===== src/rtl/mpt_pkg.sv =====
// Shared definitions for the prescaled master period timer.
// Assumes: register select is a single bit; prescaler codes are unsigned.
package mpt_pkg;

    // Register select encoding on the bus
    typedef enum logic {
        SEL_COUNT  = 1'b0,
        SEL_PERIOD = 1'b1
    } mpt_sel_e;

    // Number of insignificant low counter bits for a prescaler code
    function automatic int low_bits(input int code, input int fine_limit);
        return (code < fine_limit) ? (fine_limit - code) : 0;
    endfunction

    // Clock-division exponent for coarse prescaler codes
    function automatic int div_exp(input int code, input int fine_limit);
        return (code > fine_limit) ? (code - fine_limit) : 0;
    endfunction

endpackage


===== src/rtl/mpt_prescaler.sv =====
// Step generator. It produces a step enable and the count of insignificant
// low bits for the current prescaler code. Fine codes step on every clock.
// Coarse codes step once per 2^(code-FINE_LIMIT) clocks.
// Assumes: FINE_LIMIT < 2^PSC_W; the divider restarts whenever the timer stops.
module mpt_prescaler #(
    parameter int PSC_W      = 3,
    parameter int FINE_LIMIT = 5,
    parameter int SW         = $clog2(FINE_LIMIT + 1)
) (
    input  logic             clk,
    input  logic             rst_n,
    input  logic             run_en,
    input  logic [PSC_W-1:0] psc_code,
    output logic             tick,
    output logic [SW-1:0]    fine_bits
);
    import mpt_pkg::*;

    localparam int MAX_CODE = (1 << PSC_W) - 1;
    localparam int DIV_MAX  = MAX_CODE - FINE_LIMIT;
    localparam int DW       = (DIV_MAX > 0) ? DIV_MAX : 1;

    logic [DW-1:0] div_cnt;
    logic [DW-1:0] div_last;

    // Decode the prescaler code into the divider end value and the low-bit count
    always_comb begin
        div_last  = DW'((1 << div_exp(int'(psc_code), FINE_LIMIT)) - 1);
        fine_bits = SW'(low_bits(int'(psc_code), FINE_LIMIT));
    end

    assign tick = run_en && (div_cnt == div_last);

    // Divider counter: restarts while stopped and after each step
    always_ff @(posedge clk) begin
        if (!rst_n) begin
            div_cnt <= '0;
        end else if (!run_en || tick) begin
            div_cnt <= '0;
        end else begin
            div_cnt <= div_cnt + DW'(1);
        end
    end

endmodule


===== src/rtl/mpt_period_reg.sv =====
// Period register. A write is clamped into the window from the minimum to
// PER_MAX. The minimum is MIN_TICKS steps of the current step size.
// Assumes: MIN_TICKS << FINE_LIMIT fits in CNT_W bits.
module mpt_period_reg #(
    parameter int              CNT_W     = 16,
    parameter int              SW        = 3,
    parameter int              MIN_TICKS = 3,
    parameter logic [CNT_W-1:0] PER_MAX  = 16'hFFDF,
    parameter logic [CNT_W-1:0] PER_RST  = 16'hFFDF
) (
    input  logic             clk,
    input  logic             rst_n,
    input  logic             wr_en,
    input  logic [CNT_W-1:0] wdata,
    input  logic [SW-1:0]    fine_bits,
    output logic [CNT_W-1:0] per_q
);
    logic [CNT_W-1:0] min_val;
    logic [CNT_W-1:0] clamped;

    // Clamp the written value into the legal window
    always_comb begin
        min_val = CNT_W'(MIN_TICKS) << fine_bits;
        if (wdata > PER_MAX) begin
            clamped = PER_MAX;
        end else if (wdata < min_val) begin
            clamped = min_val;
        end else begin
            clamped = wdata;
        end
    end

    // Store the clamped period on a write
    always_ff @(posedge clk) begin
        if (!rst_n) begin
            per_q <= PER_RST;
        end else if (wr_en) begin
            per_q <= clamped;
        end
    end

endmodule


===== src/rtl/mpt_counter.sv =====
// Up-counter with period wrap. On each step it adds 2^fine_bits. When the sum
// would exceed the period it loads zero and flags a wrap for one cycle.
// Writes load the masked data only while stopped.
// Assumes: the step enable is low whenever run_en is low.
module mpt_counter #(
    parameter int CNT_W = 16,
    parameter int SW    = 3
) (
    input  logic             clk,
    input  logic             rst_n,
    input  logic             run_en,
    input  logic             tick,
    input  logic             wr_en,
    input  logic [CNT_W-1:0] wdata,
    input  logic [SW-1:0]    fine_bits,
    input  logic [CNT_W-1:0] per,
    output logic [CNT_W-1:0] cnt_q,
    output logic             wrap_q
);
    logic [CNT_W:0]   step;
    logic [CNT_W:0]   sum;
    logic [CNT_W-1:0] keep_mask;
    logic             past_per;

    // Step size, next value, wrap decision and write mask
    always_comb begin
        step      = (CNT_W+1)'(1) << fine_bits;
        sum       = {1'b0, cnt_q} + step;
        past_per  = sum > {1'b0, per};
        keep_mask = ~((CNT_W'(1) << fine_bits) - CNT_W'(1));
    end

    // Count, wrap, or take a write while stopped
    always_ff @(posedge clk) begin
        if (!rst_n) begin
            cnt_q  <= '0;
            wrap_q <= 1'b0;
        end else begin
            wrap_q <= 1'b0;
            if (tick) begin
                if (past_per) begin
                    cnt_q  <= '0;
                    wrap_q <= 1'b1;
                end else begin
                    cnt_q <= sum[CNT_W-1:0];
                end
            end else if (!run_en && wr_en) begin
                cnt_q <= wdata & keep_mask;
            end
        end
    end

endmodule


===== src/rtl/mpt_master_timer.sv =====
// Top of the prescaled master period timer. It joins the step generator,
// the period register and the counter behind a two-register bus with
// unclocked read data.
// Assumes: BUS_W >= CNT_W; bus_sel 0 selects the counter, 1 the period.
module mpt_master_timer #(
    parameter int              CNT_W      = 16,
    parameter int              BUS_W      = 32,
    parameter int              PSC_W      = 3,
    parameter int              FINE_LIMIT = 5,
    parameter int              MIN_TICKS  = 3,
    parameter logic [CNT_W-1:0] PER_MAX   = 16'hFFDF
) (
    input  logic             clk,
    input  logic             rst_n,
    input  logic             run_en,
    input  logic [PSC_W-1:0] psc_code,
    input  logic             bus_wr,
    input  logic             bus_sel,
    input  logic [BUS_W-1:0] bus_wdata,
    output logic [BUS_W-1:0] bus_rdata,
    output logic             wrap_pulse
);
    import mpt_pkg::*;

    localparam int SW = $clog2(FINE_LIMIT + 1);

    logic             tick;
    logic [SW-1:0]    fine_bits;
    logic [CNT_W-1:0] cnt_q;
    logic [CNT_W-1:0] per_q;
    logic [CNT_W-1:0] rd_mask;
    logic             cnt_wr;
    logic             per_wr;
    mpt_sel_e         sel;

    assign sel    = mpt_sel_e'(bus_sel);
    assign cnt_wr = bus_wr && (sel == SEL_COUNT);
    assign per_wr = bus_wr && (sel == SEL_PERIOD);

    generate
        if (BUS_W > CNT_W) begin : g_hi
            logic unused_wdata_hi;
            assign unused_wdata_hi = ^bus_wdata[BUS_W-1:CNT_W];
        end
    endgenerate

    mpt_prescaler #(
        .PSC_W      (PSC_W),
        .FINE_LIMIT (FINE_LIMIT),
        .SW         (SW)
    ) u_psc (
        .clk       (clk),
        .rst_n     (rst_n),
        .run_en    (run_en),
        .psc_code  (psc_code),
        .tick      (tick),
        .fine_bits (fine_bits)
    );

    mpt_period_reg #(
        .CNT_W     (CNT_W),
        .SW        (SW),
        .MIN_TICKS (MIN_TICKS),
        .PER_MAX   (PER_MAX),
        .PER_RST   (PER_MAX)
    ) u_per (
        .clk       (clk),
        .rst_n     (rst_n),
        .wr_en     (per_wr),
        .wdata     (bus_wdata[CNT_W-1:0]),
        .fine_bits (fine_bits),
        .per_q     (per_q)
    );

    mpt_counter #(
        .CNT_W (CNT_W),
        .SW    (SW)
    ) u_cnt (
        .clk       (clk),
        .rst_n     (rst_n),
        .run_en    (run_en),
        .tick      (tick),
        .wr_en     (cnt_wr),
        .wdata     (bus_wdata[CNT_W-1:0]),
        .fine_bits (fine_bits),
        .per       (per_q),
        .cnt_q     (cnt_q),
        .wrap_q    (wrap_pulse)
    );

    // Read mux: counter shown with its insignificant bits forced low
    always_comb begin
        rd_mask = ~((CNT_W'(1) << fine_bits) - CNT_W'(1));
        if (sel == SEL_PERIOD) begin
            bus_rdata = BUS_W'(per_q);
        end else begin
            bus_rdata = BUS_W'(cnt_q & rd_mask);
        end
    end

endmodule


===== config.mk =====
export PLATFORM = sky130hd
export DESIGN_NAME = mpt_master_timer
export DESIGN_NICKNAME = d
export VERILOG_FILES = /design/src/rtl/mpt_pkg.sv /design/src/rtl/mpt_prescaler.sv /design/src/rtl/mpt_period_reg.sv /design/src/rtl/mpt_counter.sv /design/src/rtl/mpt_master_timer.sv
export SDC_FILE = /design/constraint.sdc
export NUM_CORES = 1
export LEC_CHECK = 0
export BUFFER_PORTS_ARGS = -buffer_cell sky130_fd_sc_hd__buf_2
export CAP_MARGIN = 0
export CORE_AREA = 2 2 92 94
export CTS_CLUSTER_SIZE = 10
export DETAILED_ROUTE_END_ITERATION = 12
export DIE_AREA = 0 0 94 96
export HOLD_SLACK_MARGIN = 0.02
export PLACE_DENSITY_LB_ADDON = 0.3
export SYNTH_ARGS = -nofsm -noshare
export SYNTH_HDL_FRONTEND = slang
export SYNTH_SLANG_ARGS = --single-unit
export TNS_END_PERCENT = 5

===== constraint.sdc =====
create_clock -name clk -period 10.7 [get_ports clk]
set_input_delay 0 -clock clk [delete_from_list [all_inputs] [get_ports clk]]
set_output_delay 0 -clock clk [all_outputs]
set_load 0.02 [all_outputs]

; ---- Word level (Yosys, flattened, before mapping)
; Index checks and enable logic that the tools add are counted.
[word_totals]
reg_bits = 35
word_cells = 43
inputBits = 40
[op_classes]
n_shift = 4
n_reduce_logical = 9
muxes = 9
eq_ne = 1
magnitude_cmp = 5
bitwise = 5
addsub = 6
[ops]
columns = op, count
row1 = $mux 16, 5
row2 = $mux 32, 2
row3 = $and 16x16->16, 2
row4 = $shl 1x32->2 const A, 1
row5 = $add 16x17->17, 1
row6 = $gt 17x16->1, 1
row7 = $shl 1x3->17 const A, 1
row8 = $gt 16x16->1 const B, 1
row9 = $lt 16x16->1, 1
row10 = $not 16->16, 1
row11 = $shl 1x3->16 const A, 1
row12 = $shl 2x3->16 const A, 1
row13 = $sub 16x2->16 const B, 1
row14 = $logic_and 1x1->1, 4
row15 = $sub 3x3->4 const B, 1
row16 = $gt 3x3->1 const B, 1
row17 = $lt 3x3->1 const B, 1
row18 = $mux 3, 1
row19 = $sub 3x3->3 const A, 1
row20 = $add 2x1->2 const B, 1
row21 = $eq 2x2->1, 1
row22 = $not 1->1, 2
row23 = $reduce_and 2->1, 1
row24 = $reduce_bool 2->1, 1
row25 = other kinds (5), 5

; ---- Depth between registers and ports, before layout
; Gate-level depths: netlist (run 1).
[logic_depth]
word_depth = 8
depth_mapped = 24

; ---- By module
; From an unflattened synthesis (run 1), not the netlist that was laid out.
[unflattened]
cells_unflattened = 486
area_unflattened_um2 = 3764.9
[by_module_without_submodules]
columns = module, cells_each, seq_area_each_um2, n_inst, area_each_um2
row1 = mpt_counter, 277, 340.3, 1, 2085.8
row2 = mpt_period_reg, 120, 320.3, 1, 1038.5
row3 = mpt_master_timer, 64, 0.0, 1, 447.9
row4 = mpt_prescaler, 25, 40.0, 1, 192.7

; ---- Worst setup path after synthesis (run 1)
; No wires, ideal clock.
[synth_timing]
kind = input to register
startpoint = input port psc_code[1]
endpoint = register u_cnt.cnt_q[15]
stages = 22
setup_slack_ns = 6.351
setup_time_ns = 0.092
arrival_time_ns = 4.257
required_ns = 10.608
path_cell_list = buf_2 inv_1 ha_1 inv_1 ha_1 or2_2 inv_1 ha_1 and2_1 ha_1 nor4_1 nor4b_2 xnor2_1 inv_1 ha_1 a21o_1 a211oi_1 o21ai_1 o31ai_4 buf_2 nand2_1 o32ai_1
[synth_between]
elab_chain_cells = 8
elab_cells_between_ends = 21
cone_classes = add/sub: 5 / order compare: 3 / eq/ne: 1 / shift: 3 / mux: 5 / bitwise: 2 / reduce/logical: 2
[synth_lines]
columns = element, line
row1 = start: declaration, mpt_master_timer.sv:16  ; input logic [PSC_W-1:0] psc_code,
row2 = branches (longest 8 deep; another with $add 16x17->17), -
row3 = end signal: assignment, mpt_counter.sv:45  ; cnt_q <= sum[CNT_W-1:0];
row4 = end signal: assignment, mpt_counter.sv:48  ; cnt_q <= wdata & keep_mask;
row5 = end: declaration, mpt_counter.sv:17  ; output logic [CNT_W-1:0] cnt_q,
; Several ways; the timed one is not identified. The select of a mux whose other input is x is not followed.
; A chain may end at the register's enable or synchronous reset.

; ---- Worst setup path after layout (run 1)
[layout_timing]
startpoint = input port psc_code[1]
endpoint = register u_cnt.cnt_q[7]
; The elaborated chain is that of the path after synthesis.

==> results of run 1 <==
[synthesized netlist by cell type (4+ instances only)]
master / n
buf_2: 4
and2_1: 6
a211oi_1: 8
a311oi_1: 4
nand2b_1: 5
o211ai_1: 15
nand3_1: 9
o21ai_0: 31
or3_1: 4
a21oi_1: 23
nand4_1: 10
nor2_1: 29
o2111ai_1: 4
nor4_1: 5
o21a_1: 7
buf_4: 16
inv_1: 39
nand2_1: 56
clkbuf_1: 11
dfxtp_1: 35
a31oi_1: 12
ha_1: 38
o21ai_1: 9
nor3_1: 13
and3_1: 6
xnor2_1: 10
[routing by layer]
layer	vias to the layer above	wire [um]	track usage
li1	1754	-	-
met1	1708	4710	0.313
met2	152	4880	0.409
met3	33	729	0.0251
met4	0	381	0.101
met5	-	0	0
[worst min-delay path: stages]
cell	delay, ns
buf_2	0.12
o21ai_1	0.07
a31oi_1	0.08
[how the worst max path moves through the flow]
stage | slack, ns | to | from
after floorplan | 6.35 | u_cnt.cnt_q[15] | psc_code[1]
after global placement | 5.60 | u_cnt.cnt_q[7] | psc_code[1]
after detailed placement | 5.51 | u_cnt.cnt_q[7] | psc_code[1]
after CTS | 5.80 | u_cnt.cnt_q[7] | psc_code[1]
after global routing | 5.45 | u_cnt.cnt_q[15] | psc_code[0]
final | 5.75 | u_cnt.cnt_q[7] | psc_code[1]
[registers in the layout, summed over array words and instances, names as in the netlist]
register       flops
u_per.per_q       16
u_psc.div_cnt      2
u_cnt.cnt_q       16
u_cnt.wrap_q       1
[stage by stage]
stage / cell area [um2] / setup WS (ns) / hold WS (ns) / std cells / util
floorplan: 3560 / 6.35 / 0.134 / 484 / -
global placement: 3710 / 5.60 / 0.289 / 598 / 0.461
detailed placement: 3710 / 5.51 / 0.296 / 598 / 0.461
CTS: 3870 / 5.80 / 0.0268 / 612 / 0.481
global route: 3870 / 5.45 / 0.0429 / 612 / 0.481
finish: 3870 / 5.75 / 0.0231 / 612 / 0.481
[power groups by stage]
stage                     clock network, W  registers (W)  logic [W]
after floorplan                          0       0.000147  0.0000959
after global placement                   0       0.000149   0.000126
after detailed placement                 0       0.000149   0.000129
after CTS                         0.000113       0.000146   0.000132
after global routing              0.000118       0.000148   0.000147
final                             0.000112       0.000147   0.000134
[kinds of logic after synthesis]
logic type | count (synthesis) | share of synthesized area
xor+xnor | 12 | 0.0300
mux | 3 | 0.00928
flops | 35 | 0.200
other cells | 2 | 0.00214
buf+inv | 74 | 0.0999
simple gates | 162 | 0.238
compound gates | 139 | 0.270
fa+ha+maj | 42 | 0.151
[repair_timing]
action | in CTS | in global routing
hold endpoints to repair | 6 | 0
resized for setup | 0 | 0
setup buffers | 0 | 0
hold buffers | 6 | 0
[cell type report]
| type | instances | area (um2) |
|---|---|---|
| Inverter | 41 | 154 |
| Timing Repair Buffer | 48 | 275 |
| Tap cell | 105 | 131 |
| Sequential cell | 35 | 701 |
| Fill cell | 839 | 4180 |
| Clock buffer | 8 | 100 |
| Multi-Input combinational cell | 375 | 2510 |
==> metrics.txt, run 1 <==
initial core utilization 0.436; Sw Ratio 0.376; Worst Hold Path EP u_per.per_q[1]; Tmin final a little under 5 ns; Power Dens Cells between 100 and 150 nW/um2; Seq pwr share 0.373; Post-synth EDFFs 0; worst hold-check path type in -> reg; Max Fanout on Critical Path 16; distinct cell type count after synthesis 64; Die X roughly 94 um; CP Capture Type register; final count of pins violating max slew 0; Final TNS setup 0 ns; vias per inst about 6.0; DP HPWL between 8 and 9 mm; CP arrival between 5 and 6 ns; CP Depth 22; fin crit share 0.463; Die Ht about 96 um; DR vias about 3600; Seq cells post-synth 35; CTS Buffer Depth 2; FMAX slightly above 0.2 GHz; area leader, netlist dfxtp_1; share of the synthesized area in the top cell type 0.200; Worst slew margin 0.408; Reg clk slew, reported paths 0.07 ns; vias in the first global route 3279; power share of the combinational group 0.341; critical path class in -> reg; Max Clock Skew roughly 0.0054 ns; max-capacitance violation count 0; clock latency on the worst-skew pair ~0.30 ns; initial DRC count around 230; GR Overflow Total 0; DR WL/cell about 17 um; cells after synthesis about 470; root buf cell clkbuf_8; Final Hold Viols 0; total power 0.000392 W; Total Nets Final 585; Mapped Area about 3500 um2; Pre-Repair DR Iteration Count 5; # H-tree levels 2; Peak VDD IR 0.0533 mV; die area approximately 9000 um2; reg2reg path depth 13; hold path start bus_wdata[1]; CP dominant cell by count ha_1; Detail Route Antenna Nets 0; Crit-path slowest cell o31ai_4; share of cells above drive strength 1 0.140; setup slack, reg-to-reg 6.50 ns; final wirelength around 11 mm; total track usage 0.241; quantity of I/O buffers inserted on ports 40; commonest non-fill, non-tap cell in the layout nand2_1; launch point of the worst reg-to-reg path u_cnt.cnt_q[6]; Crit path largest cell delay 0.76 ns; Yosys Warn Count 0; predominant post-synthesis flop cell dfxtp_1; NetSw ~0.00015 W; CP top delay family compound AO/OA/AOI/OAI gates; worst-margin pin slew 0.882 ns; DRC Markers 0; CTS tree yes; Synth-to-Final Area Change 10.5%; core outline area 8050 um2; most frequent cells in the layout 56 x nand2_1, 40 x buf_2, 39 x inv_1; RD Place Congestion 0.891; dominant cells by area after synthesis dfxtp_1 20%, ha_1 14%, nand2_1 6.0%, o21ai_0 4.4%, inv_1 4.2%; clock share of power 0.286; Pint about 0.00024 W; TritonCTS buffer count 5; first-pass GRT wire length about 17 mm; Row Count 33; WP data required about 11 ns; CP cell instances buf_2 -> inv_1 -> ha_1 -> inv_1 -> ha_1 -> or2_2 -> ha_1 -> nand2_1 -> inv_1 -> ha_1 -> o21a_1 -> o2111ai_1 -> nor4b_2 -> xnor2_1 -> inv_1 -> ha_1 -> a21o_1 -> a211oi_1 -> o21ai_1 -> o31ai_4 -> nand2_1 -> o32ai_1; crit path launch type primary input; Avg Inst Size Synth roughly 7.5 um2; count of final setup violators 0; WHS Path Cells 3; largest net degree at the start of global routing 34; CP bufs+invs 5; async set-reset flop share out of synthesis 0; sequential fraction of the synthesis area 0.200; io pins 73; unrepaired setup endpoints after global routing false; status finished, final reports clean; leakage power ~1.7 nW; Clock Sinks 35; Worst R2R End u_cnt.cnt_q[7]; ant diodes 0; number of antenna violations at the first check in global routing 0
No activity file was read; power rests on OpenSTA's default activity.
==> run 2, diff against run 1 <==
==> constraint.sdc (replaced) <==
create_clock -name clk -period 5.1 [get_ports clk]
set_input_delay 0 -clock clk [delete_from_list [all_inputs] [get_ports clk]]
set_output_delay 0 -clock clk [all_outputs]
set_load 0.02 [all_outputs]
==> run 2 against run 1 <==
Final cell count grew 1.6%. Utilization increased by 1.1 points. Worst hold slack better by 0.0051 ns. Critical path depth up 2. Routed wire length is 0.14% higher. Sequential cell count unchanged. Sequential share of layout area is 0.39 points lower. Non-clock buffer count is 10 higher. First-iteration DRC count fell by 10%. Critical endpoint is now u_cnt.cnt_q[4].
==> metrics.txt, run 2 (synthesis gave the netlist of run 1 again) <==
commonest non-fill, non-tap cell in the layout nand2_1; CP bufs+invs 7; CTS tree yes; crit path launch type primary input; launch point of the worst reg-to-reg path u_cnt.cnt_q[0]; Final TNS setup 0 ns; largest registers u_cnt.cnt_q (16), u_per.per_q (16), u_psc.div_cnt (2); flip-flop and latch area roughly 700 um2; CP Capture Type register; fin crit share 0.894; Peak VDD IR 0.0908 mV; crit path from psc_code[0]; CP top delay family compound AO/OA/AOI/OAI gates; number of antenna violations at the first check in global routing 0; initial core utilization 0.436; Worst slew margin 0.406; Power Dens Cells ~210 nW/um2; Worst R2R End u_cnt.cnt_q[4]; most frequent cells in the layout 56 x nand2_1, 40 x buf_2, 39 x inv_1; total power a little over 0.0008 W; CP arrival approximately 4.7 ns; root buf cell clkbuf_8; CP Depth 24; CTS Buffer Depth 2; DR WL/cell around 17 um; WP data required around 5.3 ns; DRC Markers 0; largest net degree at the start of global routing 34; Reg clk slew, reported paths 0.08 ns; Pre-Repair DR Iteration Count 5; Synth-to-Final Area Change 12.9%; vias in the first global route 3549; FMAX 0.219 GHz; Max Clock Skew 0.00723 ns; worst-margin pin slew around 0.89 ns; total track usage 0.244; Tmin final approximately 4.6 ns; CP cell instances buf_2 -> inv_1 -> ha_1 -> inv_1 -> ha_1 -> or2_2 -> ha_1 -> nand2_1 -> inv_1 -> ha_1 -> o21a_1 -> o2111ai_1 -> nor4b_2 -> xnor2_1 -> inv_1 -> ha_1 -> nand3_1 -> nor4_1 -> a21boi_1 -> o31ai_4 -> buf_4 -> buf_4 -> nand4_1 -> a31oi_1; NetSw around 0.00031 W; DP HPWL 8.19 mm; CP dominant cell by count ha_1; Detail Route Antenna Nets 0; Pint 0.000517 W; Setup WS pre-CTS roughly 0.26 ns; Setup Buffers After CTS 0; RD Place Congestion roughly 0.9; core outline area 8050 um2; clock latency on the worst-skew pair around 0.30 ns; vias per inst about 5.9; power share of the combinational group 0.342; Die X 94 um; initial DRC count just over 200; critical path class in -> reg; final hold slack between 0.02 and 0.03 ns; Die Ht approximately 96 um; io pins 73; setup slack, reg-to-reg roughly 1.1 ns; Multi-input gate area roughly 2500 um2; Seq pwr share 0.371; CP endpoint u_cnt.cnt_q[4]; first-pass GRT wire length 17.1 mm; clock share of power 0.287; hold buffers post-CTS 10; share of cells above drive strength 1 0.149; Clock Sinks 35; WHS Path Cells 3; Crit-path slowest cell o2111ai_1; Final WS setup roughly 0.54 ns; Crit path largest cell delay approximately 0.54 ns; final count of pins violating max slew 0; Row Count 33; final wirelength roughly 11 mm; Sw Ratio 0.377; Max Fanout on Critical Path 13; Final Hold Viols 0; filler cell count 805; GR Overflow Total 0; # H-tree levels 2; ant diodes 0; Total Nets Final just under 600; TritonCTS buffer count 5; DR vias between 3000 and 4000; CTS-repair resized insts 0; status finished, final reports clean; worst hold-check path type in -> reg; leakage power 1.79 nW; reg2reg path depth 17; max-capacitance violation count 0; die area about 9000 um2; unrepaired setup endpoints after global routing false; count of final setup violators 0; quantity of I/O buffers inserted on ports 40
run 2: changes by cell type in the layout (fill, tap and decap cells not counted), sizes merged:
cell,delta
buf,+6
dlygate4sd3,+4
run 2: worst min path at each step:
stage | to | startpoint | slack [ns]
2_1_floorplan | u_per.per_q[7] | bus_wdata[7] | 0.13
3_3_place_gp | u_per.per_q[13] | bus_wdata[13] | 0.29
3_5_place_dp | u_per.per_q[11] | bus_wdata[11] | 0.30
4_1_cts | u_per.per_q[5] | bus_wdata[5] | 0.02
5_1_grt | u_per.per_q[5] | bus_wdata[5] | 0.04
6_report | u_per.per_q[5] | bus_wdata[5] | 0.03
run 2: worst min-delay path: cells and delay by family:
family          cells  cell delay [ns]
buf+inv             1             0.13
compound gates      2             0.16
run 2: metal layers:
layer | share of wire | up-vias | track usage
met2 | 0.47 | 170 | 0.420
met1 | 0.43 | 1714 | 0.298
li1 | - | 1760 | -
met4 | 0.038 | 0 | 0.122
met3 | 0.067 | 32 | 0.0368
met5 | 0 | - | 0
run 2: layout make-up:
class,count,area share
timing repair buffer,58,0.0910
sequential,35,0.177
multi-input combinational,375,0.635
inverter,41,0.0389
clock buffer,8,0.0253
tap,105,0.0332
run 2: metrics by stage:
stage          area [um2]  std cells  utilization
3_5_place_dp         3760        604        0.467
4_1_cts              3960        622        0.492
5_1_grt              3960        622        0.492
6_report             3960        622        0.492
2_1_floorplan        3560        484            -
3_3_place_gp         3760        604        0.467
run 2: power by group through the flow:
stage          combinational (W)  sequential, W  clock (W)
2_1_floorplan           0.000201       0.000309          0
3_3_place_gp            0.000268       0.000313          0
6_report                0.000284       0.000308   0.000238
3_5_place_dp            0.000274       0.000314          0
5_1_grt                 0.000314       0.000311   0.000246
4_1_cts                 0.000281       0.000308   0.000242
==> run 3, diff against run 2 <==
==> constraint.sdc (replaced) <==
create_clock -name clk -period 5.7 [get_ports clk]
set_input_delay 0 -clock clk [delete_from_list [all_inputs] [get_ports clk]]
set_output_delay 0 -clock clk [all_outputs]
set_load 0.02 [all_outputs]
==> run 3 against run 2 <==
First-iteration DRC count increased by 29%. Clock-buffer cell count is the same. Final cell count fell by 0.96%. Largest cell class unchanged. Highest routed layer unchanged.
==> metrics.txt, run 3 (synthesis gave the netlist of run 1 again) <==
Final Hold Viols 0; CTS-repair resized insts 0; count of final setup violators 0; crit path from psc_code[1]; Total Nets Final around 590; CP endpoint u_cnt.cnt_q[15]; Power Dens Cells 190 nW/um2; Synth-to-Final Area Change 11.5%; DRC Markers 0; flip-flop and latch area 701 um2; Die X 94 um; number of antenna violations at the first check in global routing 0; Die Ht ~96 um; Crit-path slowest cell o31ai_4; DR WL/cell roughly 18 um; Setup Buffers After CTS 0; quantity of I/O buffers inserted on ports 40; Pre-Repair DR Iteration Count 5; worst-margin pin slew 0.885 ns; largest net degree at the start of global routing 34; clock latency on the worst-skew pair ~0.30 ns; hold buffers post-CTS 9; total track usage 0.245; crit path launch type primary input; final wirelength approximately 11 mm; leakage power 1.76 nW; status finished, final reports clean; first-pass GRT wire length around 17 mm; CTS tree yes; fin crit share 0.862; Worst slew margin 0.405; CP cell instances buf_2 -> inv_1 -> ha_1 -> inv_1 -> ha_1 -> or2_2 -> ha_1 -> nand2_1 -> inv_1 -> ha_1 -> o21a_1 -> o2111ai_1 -> nor4b_2 -> xnor2_1 -> inv_1 -> ha_1 -> a21o_1 -> a211oi_1 -> o21ai_1 -> o31ai_4 -> nand2_1 -> o32ai_1; Reg clk slew, reported paths roughly 0.070 ns; # H-tree levels 2; final hold slack ~0.025 ns; Row Count 33; Peak VDD IR just over 0.09 mV; max-capacitance violation count 0; CTS Buffer Depth 2; unrepaired setup endpoints after global routing false; io pins 73; vias per inst roughly 6; initial core utilization 0.436; final count of pins violating max slew 0; largest registers u_cnt.cnt_q (16), u_per.per_q (16), u_psc.div_cnt (2); RD Place Congestion a little under 0.9; FMAX about 0.20 GHz; Multi-input gate area 2510 um2; launch point of the worst reg-to-reg path u_cnt.cnt_q[0]; Crit path largest cell delay roughly 0.73 ns; DR vias around 3700; reg2reg path depth 15; initial DRC count approximately 260; filler cell count 809; GR Overflow Total 0; commonest non-fill, non-tap cell in the layout nand2_1; root buf cell clkbuf_8; core outline area roughly 8100 um2; die area around 9000 um2; Max Fanout on Critical Path 14; Max Clock Skew 0.00550 ns; worst hold-check path type in -> reg; CP arrival ~5.1 ns; Tmin final between 4 and 5 ns; critical path class in -> reg; Clock Sinks 35; CP Capture Type register; Final TNS setup 0 ns; Detail Route Antenna Nets 0; Worst R2R End u_cnt.cnt_q[15]; WHS Path Cells 3; most frequent cells in the layout 56 x nand2_1, 40 x buf_2, 39 x inv_1; ant diodes 0; TritonCTS buffer count 5; DP HPWL approximately 8.2 mm; CP dominant cell by count ha_1; WP data required between 5 and 6 ns; share of cells above drive strength 1 0.141; setup slack, reg-to-reg around 1.5 ns; hold path start bus_wdata[9]; vias in the first global route approximately 3400
run 3: how the worst min path moves through the flow:
stage,endpoint
finish,u_per.per_q[9]
global route,u_per.per_q[10]
CTS,u_per.per_q[10]
detailed placement,u_per.per_q[13]
global placement,u_per.per_q[13]
floorplan,u_per.per_q[7]
run 3: final cells by class:
cell class              count  area share
multi-input cells         375       0.642
flip-flops and latches     35       0.179
repair buffers             52      0.0800
inverters                  41      0.0393
well taps                 105      0.0336
clock buffers               8      0.0256
run 3: per-layer routing:
layer,up-vias,GRT usage,wire [um]
met5,-,0,0
met4,0,0.0894,337
met3,27,0.0352,814
met2,166,0.413,5000
met1,1739,0.318,4640
li1,1762,-,-
run 3: power breakdown:
part / switching (W) / internal, W
Combinational: 0.000165 / 0.0000894
Sequential: 0.0000144 / 0.000261
Clock: 0.000102 / 0.000111
Total: 0.000281 / 0.000461
run 3: through the flow:
stage / power (W) / instance area, um2 / util / cells / setup WS [ns]
4_1_cts: 0.000741 / 3910 / 0.486 / 616 / 0.927
3_3_place_gp: 0.000518 / 3720 / 0.462 / 599 / 0.674
6_report: 0.000742 / 3910 / 0.486 / 616 / 0.789
2_1_floorplan: 0.000456 / 3560 / - / 484 / 1.35
3_5_place_dp: 0.000524 / 3720 / 0.462 / 599 / 0.631
5_1_grt: 0.000783 / 3910 / 0.486 / 616 / 0.553
run 3: critical path, delay by kind of cell:
family / cells / cell delay [ns]
adder cells (fa/ha/maj): 5 / 1.26
buffers and inverters: 5 / 0.42
XOR/XNOR: 1 / 0.24
AND/OR/NAND/NOR: 4 / 0.79
AO/OA/AOI/OAI: 7 / 2.38
